<file path="src/rtl/te_pkg.sv">
`timescale 1ns/1ps
package te_pkg;
  localparam int ADDR_W  = 4;
  localparam int DATA_W  = 32;
  localparam int FIELD_W = 16;

  localparam logic [ADDR_W-1:0] A_CTRL   = 4'd0;
  localparam logic [ADDR_W-1:0] A_SYNC   = 4'd1;
  localparam logic [ADDR_W-1:0] A_HEIGHT = 4'd2;
  localparam logic [ADDR_W-1:0] A_INIT   = 4'd3;
  localparam logic [ADDR_W-1:0] A_START  = 4'd4;
  localparam logic [ADDR_W-1:0] A_DIST   = 4'd5;
  localparam logic [ADDR_W-1:0] A_IRQLN  = 4'd6;
  localparam logic [ADDR_W-1:0] A_AUTO   = 4'd7;
  localparam logic [ADDR_W-1:0] A_STATUS = 4'd8;

  localparam int SYNC_EN_BIT  = 19;
  localparam int SYNC_EXT_BIT = 20;
  localparam int AUTO_EN_BIT  = 31;

  typedef struct packed {
    logic               chk_en;
    logic               cnt_en;
    logic               ext_sel;
    logic [FIELD_W-1:0] div;
    logic [FIELD_W-1:0] height;
    logic [FIELD_W-1:0] init;
    logic [FIELD_W-1:0] start_line;
    logic [FIELD_W-1:0] start_dist;
    logic [FIELD_W-1:0] cont_dist;
    logic [FIELD_W-1:0] rd_line;
    logic [FIELD_W-1:0] wr_line;
    logic               auto_en;
    logic [FIELD_W-1:0] auto_n;
  } te_cfg_t;

  function automatic logic [FIELD_W-1:0] line_dist(input logic [FIELD_W-1:0] a,
                                                   input logic [FIELD_W-1:0] b);
    return (a >= b) ? (a - b) : (b - a);
  endfunction
endpackage

</file>
<file path="src/rtl/te_regs.sv">
`timescale 1ns/1ps
module te_regs
  import te_pkg::*;
(
  input  logic              clk,
  input  logic              rst,
  input  logic              wr_en,
  input  logic [ADDR_W-1:0] wr_addr,
  input  logic [DATA_W-1:0] wr_data,
  input  logic [ADDR_W-1:0] rd_addr,
  input  logic [DATA_W-1:0] status,
  output logic [DATA_W-1:0] rd_data,
  output te_cfg_t           cfg,
  output logic              auto_clr
);
  logic [DATA_W-1:0]  ctrl_q, sync_q, dist_q, irqln_q, auto_q;
  logic [FIELD_W-1:0] height_q, init_q, start_q;

  always_ff @(posedge clk) begin
    if (rst) begin
      ctrl_q   <= '0;
      sync_q   <= '0;
      dist_q   <= '0;
      irqln_q  <= '0;
      auto_q   <= '0;
      height_q <= '0;
      init_q   <= '0;
      start_q  <= '0;
      auto_clr <= 1'b0;
    end else begin
      auto_clr <= 1'b0;
      if (wr_en) begin
        case (wr_addr)
          A_CTRL:   ctrl_q   <= wr_data;
          A_SYNC:   sync_q   <= wr_data;
          A_HEIGHT: height_q <= wr_data[FIELD_W-1:0];
          A_INIT:   init_q   <= wr_data[FIELD_W-1:0];
          A_START:  start_q  <= wr_data[FIELD_W-1:0];
          A_DIST:   dist_q   <= wr_data;
          A_IRQLN:  irqln_q  <= wr_data;
          A_AUTO: begin
            auto_q   <= wr_data;
            auto_clr <= 1'b1;
          end
          default: ;
        endcase
      end
    end
  end

  always_ff @(posedge clk) begin
    if (rst) begin
      rd_data <= '0;
    end else begin
      case (rd_addr)
        A_CTRL:   rd_data <= ctrl_q;
        A_SYNC:   rd_data <= sync_q;
        A_HEIGHT: rd_data <= DATA_W'(height_q);
        A_INIT:   rd_data <= DATA_W'(init_q);
        A_START:  rd_data <= DATA_W'(start_q);
        A_DIST:   rd_data <= dist_q;
        A_IRQLN:  rd_data <= irqln_q;
        A_AUTO:   rd_data <= auto_q;
        A_STATUS: rd_data <= status;
        default:  rd_data <= '0;
      endcase
    end
  end

  always_comb begin
    cfg.chk_en     = ctrl_q[0];
    cfg.cnt_en     = sync_q[SYNC_EN_BIT];
    cfg.ext_sel    = sync_q[SYNC_EXT_BIT];
    cfg.div        = sync_q[FIELD_W-1:0];
    cfg.height     = height_q;
    cfg.init       = init_q;
    cfg.start_line = start_q;
    cfg.start_dist = dist_q[FIELD_W-1:0];
    cfg.cont_dist  = dist_q[DATA_W-1:FIELD_W];
    cfg.rd_line    = irqln_q[FIELD_W-1:0];
    cfg.wr_line    = irqln_q[DATA_W-1:FIELD_W];
    cfg.auto_en    = auto_q[AUTO_EN_BIT];
    cfg.auto_n     = auto_q[FIELD_W-1:0];
  end
endmodule

</file>
<file path="src/rtl/te_line_counter.sv">
`timescale 1ns/1ps
module te_line_counter
  import te_pkg::*;
#(
  parameter int SYNC_STAGES = 2
) (
  input  logic               clk,
  input  logic               rst,
  input  logic               te_in,
  input  te_cfg_t            cfg,
  output logic [FIELD_W-1:0] line,
  output logic [FIELD_W-1:0] frame,
  output logic               vsync,
  output logic               line_upd,
  output logic [FIELD_W-1:0] next_line,
  output logic               rd_irq
);
  localparam int SR_W = SYNC_STAGES + 1;

  logic [SR_W-1:0]    te_sr;
  logic [FIELD_W-1:0] div_cnt;
  logic               te_edge, div_last, tick, wrap;

  generate
    genvar gi;
    for (gi = 0; gi < SR_W; gi++) begin : g_sync
      if (gi == 0) begin : g_first
        always_ff @(posedge clk) begin
          if (rst) te_sr[0] <= 1'b0;
          else     te_sr[0] <= te_in;
        end
      end else begin : g_rest
        always_ff @(posedge clk) begin
          if (rst) te_sr[gi] <= 1'b0;
          else     te_sr[gi] <= te_sr[gi-1];
        end
      end
    end
  endgenerate

  assign te_edge   = te_sr[SYNC_STAGES-1] & ~te_sr[SYNC_STAGES];
  assign div_last  = (cfg.div <= FIELD_W'(1)) || (div_cnt == cfg.div - FIELD_W'(1));
  assign tick      = cfg.cnt_en & div_last;
  assign wrap      = tick & (line == cfg.height - FIELD_W'(1));
  assign vsync     = cfg.cnt_en & ((cfg.ext_sel & te_edge) | wrap);
  assign line_upd  = vsync | tick;
  assign next_line = vsync ? cfg.init : line + FIELD_W'(1);

  always_ff @(posedge clk) begin
    if (rst) begin
      line    <= '0;
      frame   <= '0;
      div_cnt <= '0;
    end else if (!cfg.cnt_en) begin
      line    <= cfg.init;
      div_cnt <= '0;
    end else if (vsync) begin
      line    <= next_line;
      frame   <= frame + FIELD_W'(1);
      div_cnt <= '0;
    end else if (tick) begin
      line    <= next_line;
      div_cnt <= '0;
    end else begin
      div_cnt <= div_cnt + FIELD_W'(1);
    end
  end

  always_ff @(posedge clk) begin
    if (rst) rd_irq <= 1'b0;
    else     rd_irq <= line_upd && (next_line == cfg.rd_line);
  end
endmodule

</file>
<file path="src/rtl/te_write_gate.sv">
`timescale 1ns/1ps
module te_write_gate
  import te_pkg::*;
(
  input  logic               clk,
  input  logic               rst,
  input  te_cfg_t            cfg,
  input  logic [FIELD_W-1:0] line,
  input  logic               vsync,
  input  logic               line_upd,
  input  logic [FIELD_W-1:0] next_line,
  input  logic               frame_req,
  input  logic               auto_clr,
  output logic               wr_start,
  output logic               wr_active,
  output logic               wr_irq
);
  logic [FIELD_W-1:0] auto_cnt;
  logic               pending, in_start, in_cont, auto_hit, req, go;

  assign in_start = line_dist(line, cfg.start_line) <= cfg.start_dist;
  assign in_cont  = line_dist(line, cfg.start_line) <= cfg.cont_dist;
  assign auto_hit = vsync & cfg.auto_en & (cfg.auto_n != '0) &
                    (auto_cnt == cfg.auto_n - FIELD_W'(1));
  assign req      = frame_req | auto_hit;
  assign go       = pending & ~wr_active & (~cfg.chk_en | (cfg.cnt_en & in_start));

  always_ff @(posedge clk) begin
    if (rst || auto_clr || !cfg.auto_en) begin
      auto_cnt <= '0;
    end else if (vsync && cfg.auto_n != '0) begin
      auto_cnt <= auto_hit ? '0 : auto_cnt + FIELD_W'(1);
    end
  end

  always_ff @(posedge clk) begin
    if (rst) begin
      pending   <= 1'b0;
      wr_active <= 1'b0;
      wr_start  <= 1'b0;
      wr_irq    <= 1'b0;
    end else begin
      pending  <= go ? req : (pending | req);
      wr_start <= go;
      wr_irq   <= line_upd && (next_line == cfg.wr_line) && wr_active;
      if (!cfg.chk_en)
        wr_active <= go;
      else if (go)
        wr_active <= 1'b1;
      else if (wr_active && (!cfg.cnt_en || !in_cont))
        wr_active <= 1'b0;
    end
  end
endmodule

</file>
<file path="src/rtl/te_rdptr_tracker.sv">
`timescale 1ns/1ps
module te_rdptr_tracker
  import te_pkg::*;
#(
  parameter int SYNC_STAGES = 2
) (
  input  logic              clk,
  input  logic              rst,
  input  logic              reg_wr_en,
  input  logic [ADDR_W-1:0] reg_wr_addr,
  input  logic [DATA_W-1:0] reg_wr_data,
  input  logic [ADDR_W-1:0] reg_rd_addr,
  output logic [DATA_W-1:0] reg_rd_data,
  input  logic              te_in,
  input  logic              frame_req_i,
  output logic              wr_start_o,
  output logic              wr_active_o,
  output logic              rd_irq_o,
  output logic              wr_irq_o
);
  te_cfg_t            cfg;
  logic               auto_clr, vsync, line_upd, cnt_en;
  logic [FIELD_W-1:0] line, frame, next_line;

  assign cnt_en = cfg.cnt_en;

  te_regs u_regs (
    .clk(clk), .rst(rst),
    .wr_en(reg_wr_en), .wr_addr(reg_wr_addr), .wr_data(reg_wr_data),
    .rd_addr(reg_rd_addr), .status({frame, line}),
    .rd_data(reg_rd_data), .cfg(cfg), .auto_clr(auto_clr)
  );

  te_line_counter #(.SYNC_STAGES(SYNC_STAGES)) u_cnt (
    .clk(clk), .rst(rst), .te_in(te_in), .cfg(cfg),
    .line(line), .frame(frame), .vsync(vsync),
    .line_upd(line_upd), .next_line(next_line), .rd_irq(rd_irq_o)
  );

  te_write_gate u_gate (
    .clk(clk), .rst(rst), .cfg(cfg), .line(line), .vsync(vsync),
    .line_upd(line_upd), .next_line(next_line), .frame_req(frame_req_i),
    .auto_clr(auto_clr), .wr_start(wr_start_o), .wr_active(wr_active_o),
    .wr_irq(wr_irq_o)
  );
endmodule

</file>
<file path="config.mk">
export PLATFORM = sky130hd
export DESIGN_NAME = te_rdptr_tracker
export DESIGN_NICKNAME = d
export VERILOG_FILES = /design/src/rtl/te_pkg.sv /design/src/rtl/te_regs.sv /design/src/rtl/te_line_counter.sv /design/src/rtl/te_write_gate.sv /design/src/rtl/te_rdptr_tracker.sv
export SDC_FILE = /design/constraint.sdc
export NUM_CORES = 1
export LEC_CHECK = 0
export BUFFER_PORTS_ARGS = -buffer_cell sky130_fd_sc_hd__buf_2
export CAP_MARGIN = 20
export CORE_AREA = 2 2 207 229
export DETAILED_ROUTE_END_ITERATION = 8
export DIE_AREA = 0 0 209 231
export PLACE_DENSITY = 0.54
export SLEW_MARGIN = 20
export SYNTH_ARGS = -nofsm -noshare
export SYNTH_HDL_FRONTEND = slang
export SYNTH_SLANG_ARGS = --single-unit
</file>
<file path="constraint.sdc">
create_clock -name clk -period 5.3 [get_ports clk]
set_input_delay 0.265 -clock clk [delete_from_list [all_inputs] [get_ports clk]]
set_output_delay 0.265 -clock clk [all_outputs]
set_load 0.1 [all_outputs]
</file>
Word-level counts from Yosys, hierarchy flattened
Index checks and enable logic that the tools add are counted. Widths: inputs -> output; s select.

Add/sub/neg operators: 9. $mul: 0. Divide/modulo/power cells: 0. Magnitude comparators: 4. Equal/unequal tests: 22. Shift-type cells: 0. Muxes and demuxes: 12. Bitwise operators: 21. Reductions and logical operators: 26.

Operators with widths (count): $pmux 32 s9 (1); $mux 16 (6); $eq 16x16->1 (5); $add 16x1->16 const B (4); $sub 16x1->16 const B (3); $eq 4x3->1 const B (8); $le 16x16->1 (2); $sub 16x16->16 (2); $reduce_and 2->1 (9); $eq 4x2->1 const B (4); $ge 16x16->1 (1); $le 16x1->1 const B (1); $reduce_bool 16->1 (1); $and 1x1->1 (11); $eq 4x1->1 const B (2); $logic_not 4->1 (2); $ne 3x1->1 const B (2); $logic_and 1x1->1 (5); $mux 1 (5); $not 1->1 (5); $or 1x1->1 (5); $eq 4x4->1 const B (1); $logic_or 1x1->1 (4); $reduce_or 4->1 (1); 2 further kinds (4).

Flip-flop bits (word level): 313. Latch bits: 0. Bits in writable memories: 0. ROM bits: 0. Bits of input ports: 45. Output and inout bits: 36. Logic and storage cells: 116. Memories: 0.

Longest topological paths before layout
Word-level depth: 13. Mapped depth: 25. Mapped depth without buffers: 24.

By module
From an unflattened synthesis, not the netlist that was laid out.

Cell total of the unflattened synthesis: 2398. Area total of the unflattened synthesis: 18649.1 µm².

By module, submodules not included: te_regs (times used 1, cells an instance 1289, area each 10369.9 µm², sequential area each 4824.6 µm²); te_line_counter (times used 1, cells an instance 587, area each 4388.0 µm², sequential area each 1041.0 µm²); te_write_gate (times used 1, cells an instance 522, area each 3891.2 µm², sequential area each 400.4 µm²).

Worst setup path after synthesis
OpenSTA, ideal clock, no wires.

Path type: reg2reg. Start point: reg u_cnt.line[0]. End point: reg u_gate.pending. Library setup time: 132 ps. Arrival time: 4646 ps. Data required time: 5168 ps. Setup slack: 522 ps. Cell stages (with the launch flop): 24. Path buffers: 2. Clock period less this slack: 4778 ps. Cell sequence: dfxtp_1 clkbuf_1 inv_1 ha_1 inv_1 fa_1 a21o_1 a21oi_1 a21oi_1 nand2b_1 a2111oi_0 o21a_1 buf_1 mux2i_1 o41ai_1 xnor2_1 ha_1 nand4_1 nor2_1 a2111oi_0 a31oi_1 o32a_1 a21oi_1 a21oi_1.

Word-level cells in the longest chain between the ends: 10. Elaborated cells on any way between the ends: 18. Classes of those cells: 2 x add/sub; 2 x order compare; 1 x eq/ne; 2 x mux; 11 x bitwise.

RTL lines: start: declaration (RTL line te_line_counter.sv:11) `output logic [FIELD_W-1:0] line,`; start signal: assignment (RTL line te_line_counter.sv:55) `line <= cfg.init;`; start signal: assignment (RTL line te_line_counter.sv:58) `line <= next_line;`; start signal: assignment (RTL line te_line_counter.sv:62) `line <= next_line;`; branches (longest 9 deep; another with $sub 16x16->16); $mux 1 (*) (RTL line te_write_gate.sv:43) `pending <= go ? req : (pending | req);`; end signal: assignment (RTL line te_write_gate.sv:43); end: declaration (RTL line te_write_gate.sv:19) `logic pending, in_start, in_cont, auto_hit, req, go;`.

Every way passes the cells marked *. A chain may end at the register's enable or synchronous reset.

Worst setup path in the final report
Ends and elaborated chain as after synthesis.

==> impl_metrics.ini <==
[sta]
worst_slew_margin_rel_pct = 23.2
hold_viol = 0
drv_slew = 0
finalSetupViolations = 0
finClkSkew_ns = 0.0199
fin_crit_ns = 4.89
grt_setup_unrepaired = false
fmaxAchievable_ghz = 0.204
holdWs_ns = 0.0214
finalCritPeriodShare_pct = 92.3
tns_ns = 0
setup_ws_ns = 0.406
worstMarginPinSlew_ns = 1.15

[layout]
areaGrowthSynthToFinish_pct = 12.9
fin_area_sq_mm = 0.0206
diodes = 0
fillers = 4675
drive_above_1_share_pct = 11.3
nets = 2497
layout.cells.non_filler = 3001

[logic_synthesis]
yosys.area_share.simple_pct = 22.3
postSynthCellCount = 2367
synth-adder-area-share_pct = 5.09
ys.flop_type = dfxtp_1
synth_top_family_by_area = simple AND/OR/NAND/NOR gates
synthXorXnorAreaFrac_pct = 8.01
synth_area_sq_mm = 0.0182
syn_nets = 2485
synth_area_per_cell_sq_um = 7.70
synth_edf_count = 0
synth-seq-cells = 313
ys_warn_count = 0
synth_compound_gate_area_share_pct = 20.8
ys_types = 86
synthMuxAreaShare_pct = 3.60
synth-async-reset-ratio_pct = 0
synth_seq_area_share_pct = 34.4

[grt]
gr-total-overflow = 0
grt_pass1_vias = 17100
grt_util_met1_pct = 41.7
grt_pass1_wl_um = 113000
grt_use_total_pct = 31.1
grt_busiest_layer = met2
antenna_found_initial = 2
use_met2_pct = 48.6
use_met3_pct = 6.91
grt_start_max_net_pins = 95

[placed_design]
place_area_sq_mm = 0.0192
numPortBuffers = 80
dp_hpwl_um = 55500
place.gp.congestion = 0.989
dp_cells = 2925
post-place-ws_ns = 0.196

[die]
die_x_um = 209
die_h_um = 231
dieArea_sq_mm = 0.0483
row_count = 83
core-area_sq_mm = 0.0462
io_pins = 81
start_util_pct = 39.4

[outcome]
status = completed

[detailed_routing]
finalWirelength_um = 75700
vias = 17900
drcViolationCount = 0
post_drt_wl_per_cell_um = 25.2
via_per_inst = 5.96
drt_pass1_iterations = 5
ant_nets = 0
drtIter0Drc = 1956

[critical_path]
worst-path-max-fanout = 4
cp_data_required_time_ns = 5.70
criticalPathCategory = register to register
arrival_ns = 5.29
end_kind = register
cp-start-kind = register

[power_and_ir_drop]
pwr_density_cell_mw_per_mm2 = 280
pwr-share-seq_pct = 41.9
pwr-share-comb_pct = 11.8
internal-power_w = 0.00420
switching_share_pct = 27.0
ir_worst_vdd_v = 0.000239
clock_power_share_pct = 46.3
cellLeakagePower_nw = 7.47
p_sw_w = 0.00155

[clock_tree]
cts.clk_slew.worst_paths_ns = 0.06
cts_root_buf = clkbuf_16
clk_latency_ns = 0.56
cts_made_buffers = 39
cts_tree = done
htree_num_levels = 2
cts_buffer_depth = 3
clkSinkCount = 313

[hold_path]
hold_path_class = primary input to register

[flow_run]
drv_cap = 0
worst max-delay path, stage by stage (launching register included):
cell       delay (ns)
dfxtp_1          0.31
inv_1            0.10
ha_1             0.15
inv_1            0.06
fa_1             0.43
a21o_1           0.18
a21oi_1          0.19
a21oi_1          0.09
nand2b_1         0.16
a2111oi_2        0.41
o21ai_1          0.20
mux2i_2          0.22
a221oi_1         0.26
o21ai_0          0.13
xor2_1           0.25
ha_1             0.30
a21o_1           0.17
a21o_1           0.17
a21oi_1          0.15
nor2b_1          0.06
o21ai_0          0.17
a31oi_1          0.12
o32a_1           0.23
a21oi_1          0.15
a21oi_1          0.07
cell type report:
cell class	instances	area, sq um	share of cell area (%)
clock buffer	57	1170	5.67
clock inverter	11	101	0.493
inverter	101	379	1.84
multi-input combinational	1779	11000	53.4
sequential	313	6270	30.5
tap	595	744	3.62
timing repair buffer	145	930	4.52
Yosys cell counts (all sizes together) (9+ instances only):
master / instances / area (sq um)
nand2: 477 / 1790
dfxtp: 313 / 6270
a21oi: 261 / 1310
clkbuf: 154 / 578
nor2: 134 / 505
xnor2: 110 / 963
inv: 101 / 379
a22oi: 73 / 548
ha: 71 / 888
nand3: 60 / 300
o21ai: 58 / 302
xor2: 54 / 473
nor3: 41 / 205
and3: 37 / 231
mux2i: 33 / 330
nand4: 30 / 194
a21o: 29 / 218
mux2: 29 / 327
a221oi: 21 / 184
buf: 20 / 101
nor4: 19 / 168
a41oi: 18 / 158
a211oi: 12 / 90.1
and2: 12 / 75.1
o211ai: 12 / 95.1
nand2b: 11 / 68.8
o22ai: 10 / 62.6
nor2b: 9 / 56.3
o21bai: 9 / 67.6
o221ai: 9 / 78.8
or3: 9 / 56.3
or4: 9 / 75.1
logic make-up after synthesis:
logic type / after synthesis
muxes: 62
and+or+nand+nor: 889
xor gates and xnor gates: 165
adders and majority gates: 73
buffers and inverters: 275
AOI/OAI and AO/OA: 590
DFF: 313
layout by cell type (no fill, tap or decap), types with 54 or more instances in the layout:
master	n
a22oi_1	73
ha_1	71
nand2_1	476
buf_2	79
buf_4	56
o21ai_0	54
inv_1	101
xor2_1	54
a21oi_1	260
nor2_1	130
dfxtp_1	313
nand3_1	59
xnor2_1	110
state kept, by name, indices dropped and copies added, names as in the netlist:
signal and flops:
u_gate.wr_active 1, u_regs.rd_data 32, u_regs.irqln_q 32, u_cnt.frame 16, u_regs.auto_clr 1, u_cnt.te_sr 3
u_regs.sync_q 32, u_regs.auto_q 32, u_cnt.line 16, u_gate.auto_cnt 16, u_regs.init_q 16, u_gate.pending 1
u_cnt.div_cnt 16, u_regs.height_q 16, u_regs.ctrl_q 32, u_gate.wr_start 1, u_regs.dist_q 32, u_cnt.rd_irq 1
u_gate.wr_irq 1, u_regs.start_q 16
metal layers:
| layer | part of all wire, % | vias up |
|---|---|---|
| li1 | - | 8295 |
| met1 | 43 | 8665 |
| met2 | 44 | 768 |
| met3 | 8.5 | 164 |
| met4 | 4.3 | 0 |
| met5 | 0 | - |
metrics by stage:
stage / utilization (%) / total power, W
4_1_cts: 44.5 / 0.00577
5_1_grt: 44.5 / 0.00594
3_3_place_gp: 41.6 / 0.00311
3_5_place_dp: 41.6 / 0.00312
2_1_floorplan: - / 0.00289
6_report: 44.5 / 0.00575
worst paths after layout:
check	startpoint	endpoint	slack, ns	cells after the start
hold reg to reg	u_cnt.te_sr[0]	u_cnt.te_sr[1]	0.44	1
setup / recovery	u_cnt.line[0]	u_gate.pending	0.41	24
setup reg to reg	u_cnt.line[0]	u_gate.pending	0.41	24
hold / removal	reg_wr_data[29]	u_regs.dist_q[29]	0.02	3
power groups by stage:
stage,Combinational [W],Sequential (W),Clock [W]
floorplan,0.000439,0.00246,0
global placement,0.000651,0.00246,0
detailed placement,0.000654,0.00246,0
CTS,0.000663,0.00241,0.00270
global route,0.000739,0.00241,0.00279
finish,0.000676,0.00241,0.00266
repair_timing:
item                                   CTS  global route
resized for setup                        0             6
setup buffers                            0             0
setup endpoints to repair                0             2
hold buffers                             8             0
endpoints found under the hold margin   22             0
Power figures use the tool's default switching activity.
